`src/rtl/blk_sec_filter.sv`:
```
module blk_sec_filter #(
  parameter int MEM_BYTES = 65536,
  parameter int BLK_BYTES = 256,
  parameter int DW = 32,
  localparam int AW = $clog2(MEM_BYTES),
  localparam int NWORDS = ((MEM_BYTES / BLK_BYTES) + 31) / 32,
  localparam int LUT_BITS = NWORDS * 32
) (
  input  logic                clk,
  input  logic                rst_n,
  input  logic                up_valid,
  input  logic                up_write,
  input  logic [AW-1:0]       up_addr,
  input  logic [DW-1:0]       up_wdata,
  input  logic                up_nonsec,
  input  logic                up_attr_unknown,
  input  logic [15:0]         up_master,
  output logic                up_ready,
  output logic [DW-1:0]       up_rdata,
  output logic                up_err,
  output logic                dn_valid,
  output logic                dn_write,
  output logic [AW-1:0]       dn_addr,
  output logic [DW-1:0]       dn_wdata,
  input  logic                dn_ready,
  input  logic [DW-1:0]       dn_rdata,
  input  logic                dn_err,
  input  logic [LUT_BITS-1:0] lut_map,
  input  logic                cfg_sec_resp,
  input  logic                cfg_irq_en,
  input  logic                cfg_irq_clr,
  input  logic                cfg_irq_set,
  output logic                irq,
  output logic                irq_status,
  output logic [31:0]         info_addr,
  output logic [31:0]         info_word,
  output logic [7:0]          blk_size_code
);
  localparam int BLK_SH = $clog2(BLK_BYTES);
  localparam int IW = AW - BLK_SH;

  logic [IW-1:0] blk_idx;
  logic [4:0]    bit_pos;
  logic [31:0]   sel_word;
  logic          lut_bit, eff_ns, pass, capture;

  assign blk_idx = up_addr[AW-1:BLK_SH];
  assign bit_pos = 5'(blk_idx);

  always_comb begin
    sel_word = '0;
    for (int w = 0; w < NWORDS; w++)
      if (w == (int'(blk_idx) >> 5)) sel_word = lut_map[w*32 +: 32];
  end

  assign lut_bit = sel_word[bit_pos];
  assign eff_ns  = up_nonsec & ~up_attr_unknown;
  assign pass    = (lut_bit == eff_ns);
  assign capture = up_valid & ~pass & ~irq_status;

  assign dn_valid = up_valid & pass;
  assign dn_write = up_write;
  assign dn_addr  = up_addr;
  assign dn_wdata = up_wdata;

  assign up_ready = pass ? dn_ready : 1'b1;
  assign up_rdata = pass ? dn_rdata : '0;
  assign up_err   = pass ? dn_err : cfg_sec_resp;

  always_ff @(posedge clk or negedge rst_n) begin
    if (!rst_n) begin
      irq_status <= 1'b0;
      info_addr  <= '0;
      info_word  <= '0;
    end else begin
      if (capture) begin
        info_addr <= 32'(up_addr);
        info_word <= {14'd0, lut_bit, eff_ns, up_master};
      end
      if (capture || cfg_irq_set) irq_status <= 1'b1;
      else if (cfg_irq_clr)       irq_status <= 1'b0;
    end
  end

  assign irq = irq_status & cfg_irq_en;
  assign blk_size_code = 8'(BLK_SH - 5);
endmodule


```
`config.mk`:
```
export PLATFORM = sky130hd
export DESIGN_NAME = blk_sec_filter
export DESIGN_NICKNAME = d
export VERILOG_FILES = /design/src/rtl/blk_sec_filter.sv
export SDC_FILE = /design/constraint.sdc
export NUM_CORES = 1
export LEC_CHECK = 0
export ABC_AREA = 1
export BUFFER_PORTS_ARGS = -buffer_cell sky130_fd_sc_hd__buf_2
export CORE_AREA = 2 2 201 203
export CTS_CLUSTER_SIZE = 25
export DETAILED_ROUTE_END_ITERATION = 10
export DIE_AREA = 0 0 203 205
export PLACE_DENSITY = 0.45
export SETUP_SLACK_MARGIN = 0.4
export SLEW_MARGIN = 40
export SYNTH_ARGS = -nofsm -noshare
export SYNTH_HDL_FRONTEND = slang
export SYNTH_SLANG_ARGS = --single-unit
```
`constraint.sdc`:
```
create_clock -name clk -period 3.4 [get_ports clk]
set_input_delay 0.34 -clock clk [delete_from_list [all_inputs] [get_ports clk]]
set_output_delay 0.34 -clock clk [all_outputs]
set_load 0.01 [all_outputs]
```
==> results_dict.tcl <==
set metrics [dict create \
    num_rows 73 \
    final_cell_mix "411 x buf_2, 199 x nand2_1, 106 x inv_1, 88 x nand3_1, 70 x nor2_1" \
    worstReg2RegEnd "info_addr[13]" \
    worst_pin_slew_ns 0.514 \
    grt_pass1_vias 6885 \
    powerDensity_nw_per_um2 290 \
    cp_slowest_stage_delay_ns 0.24 \
    yosys_most_used_dff "dfrtp_1" \
    start_util_pct 12.3 \
    via_per_inst 3.96 \
    synth_seq_area_share_pct 18.1 \
    final_common_cell "buf_2" \
    critPathTopFamily "simple AND/OR/NAND/NOR gates" \
    power_leakage_nw 4.85 \
    rsz0062_at_grt "yes" \
    slowest_stage "nor3_4" \
    drc_errors 0 \
    grt_use_total_pct 14.0 \
    reg2reg_slack_ns 1.86 \
    antenna_found_initial 1 \
    clock_sinks 35 \
    path_cells "buf_12 > clkinv_8 > buf_4 > nor3_4 > buf_6 > buf_12 > nand2_1 > nand4_1 > nand2_1 > nand3_2 > nand3_2 > nand3_4 > nand3_4 > nand3_4 > nand2_8 > buf_12 > clkbuf_16 > nor2_2 > buf_2" \
    synth_xor_area_share_pct 0 \
    dpl.hpwl_mm 25.1 \
    clk_latency_ns 0.28 \
    async_flop_share_pct 100 \
    total_power_mw 2.50 \
    wire_per_inst_um 18.1 \
    yosysTopAreaCell "dfrtp_1" \
    drive_above_1_share_pct 48.5 \
    vdd_drop_max_mv 0.164 \
    cp_max_fo 6 \
    startpoint_type "primary input" \
    clk_path_buf_depth 2 \
    outcome "finished clean" \
    synth_top_area_share_pct 18.1 \
    syn_inst 857 \
    cts_buffers 5 \
    grt_pass1_wl_mm 43.5 \
    setup_viol 0 \
    drtIter0Drc 495 \
    synth.area.mux_share_pct 0 \
    syn_area_sq_um 4850 \
    cp.required_ns 3.06 \
    grt_max_degree 44 \
    critPathBufInv 8 \
    clock-root-buffer "clkbuf_16" \
    tns_ns 0 \
    reg2reg_depth 4 \
    crit_type "in -> out" \
    ys_ff_latch 35 \
    portBuffers 417 \
    cp-startpoint "up_addr[13]" \
    place_ws_ns 0.0353 \
    synthAdderAreaFrac_pct 0 \
    r2r-start "irq_status" \
    firstDrtPassIters 5 \
    fin_area_sq_um 8630 \
    finClkSkew_ns 0.00633 \
    dpl_cell_area_sq_um 7250 \
    period_share_pct 87.9 \
    setup_ws_ns 0.413 \
    worst_ep_arrival_time_ns 2.65 \
    via_count 7082 \
    die_x_um 203 \
    cp-end-kind "output pin" \
    wl_mm 32.3 \
    dieArea_sq_um 41600 \
    die_h_um 205 \
    ant_nets 0 \
    synth_compound_area_share_pct 6.71 \
    synth.avg_cell_area_sq_um 5.66 \
    finalHoldViolations 0 \
    ios 522 \
    h-tree-depth 2 \
    nNetsFinal 1625 \
    synth-simple-area-share_pct 47.9 \
    area_growth_pct 78.0 \
    synth_area_leaders "dfrtp_1 18%, nand2_1 17%, buf_4 14%" \
    gp_congestion 0.934 \
    core_area_sq_um 39400 \
    synth_edf_count 0 \
    max_slew_margin_pct 65.6 \
    maxSlewViolCount 0 \
    max_freq_mhz 335 \
    cts_hold_buf 0 \
    clkTransAtPathRegs_ns 0.06 \
    hp-class "in -> async" \
    fin_crit_ns 2.99 \
    cap_violations 0 \
    yosysWarnings 0 \
    synth_top_family_by_area "simple AND/OR/NAND/NOR gates" \
    ys_types 19 \
    cts_tree "yes" \
    grt_overflow 0 \
]
-- cell type report --
type	instances	area, sq um
multi-input cells	612	3230
inverters	109	429
flip-flops and latches	35	876
fillers	4533	30700
repair buffers	498	3260
well taps	525	657
clock buffers	5	125
diodes	2	5.00
clock inverters	3	47.5
-- layer usage --
layer	global-route usage (%)	share of wire [%]	vias up
li1	-	-	3419
met1	18.9	45	3306
met2	23.9	48	325
met3	2.04	5.7	32
met4	2.32	1.2	0
met5	0	0	-
-- per-stage QoR --
stage	utilization (%)	instances	hold slack [ns]
after floorplan	-	893	0.0444
after global placement	18.4	1736	0.451
after detailed placement	18.4	1736	0.352
after CTS	20.6	1769	0.0379
after global routing	21.9	1788	0.0488
final	21.9	1789	0.0182
-- power breakdown --
group,internal [mW],switching [mW]
clock network,0.350,0.200
registers,0.539,0.0644
logic,0.597,0.751
-- timing repair --
item,in CTS,in global routing
buffers inserted,17,12
pin swaps,23,45
gates cloned,8,6
gates resized for setup,87,69
endpoints found under the setup margin,35,35
-- synth_stat cells (2+ instances only) --
master,count
nand3_1,122
dfrtp_1,35
nor3_2,4
conb_1,2
nand4_1,54
nand2_1,223
nor2_2,20
nor2_1,80
clkbuf_1,18
buf_6,3
buf_4,90
buf_2,26
nor3_4,3
inv_2,3
inv_1,106
a21oi_1,65
-- cells by family after synthesis --
logic type | after synthesis
other cells | 2
compound gates | 65
flops | 35
simple gates | 509
buf+inv | 246
-- flip-flops by register name, summed over array words and instances (netlist names) --
signal and cells:
info_word 18, info_addr 16, irq_status 1
-- worst reg2reg max path, delay by kind of cell (launching register included) --
family | cells | cell delay [ns]
and+or+nand+nor | 3 | 0.70
buffers and inverters | 1 | 0.34
DFF | 1 | 0.44
-- how the worst max path moves through the flow --
stage	end	cells past startpoint
after global placement	up_ready	18
after global routing	up_rdata[25]	20
final	up_rdata[27]	19
after detailed placement	up_rdata[16]	19
after CTS	up_rdata[20]	20
after floorplan	up_rdata[10]	16
Note: power is estimated with default switching activity, not from simulation.
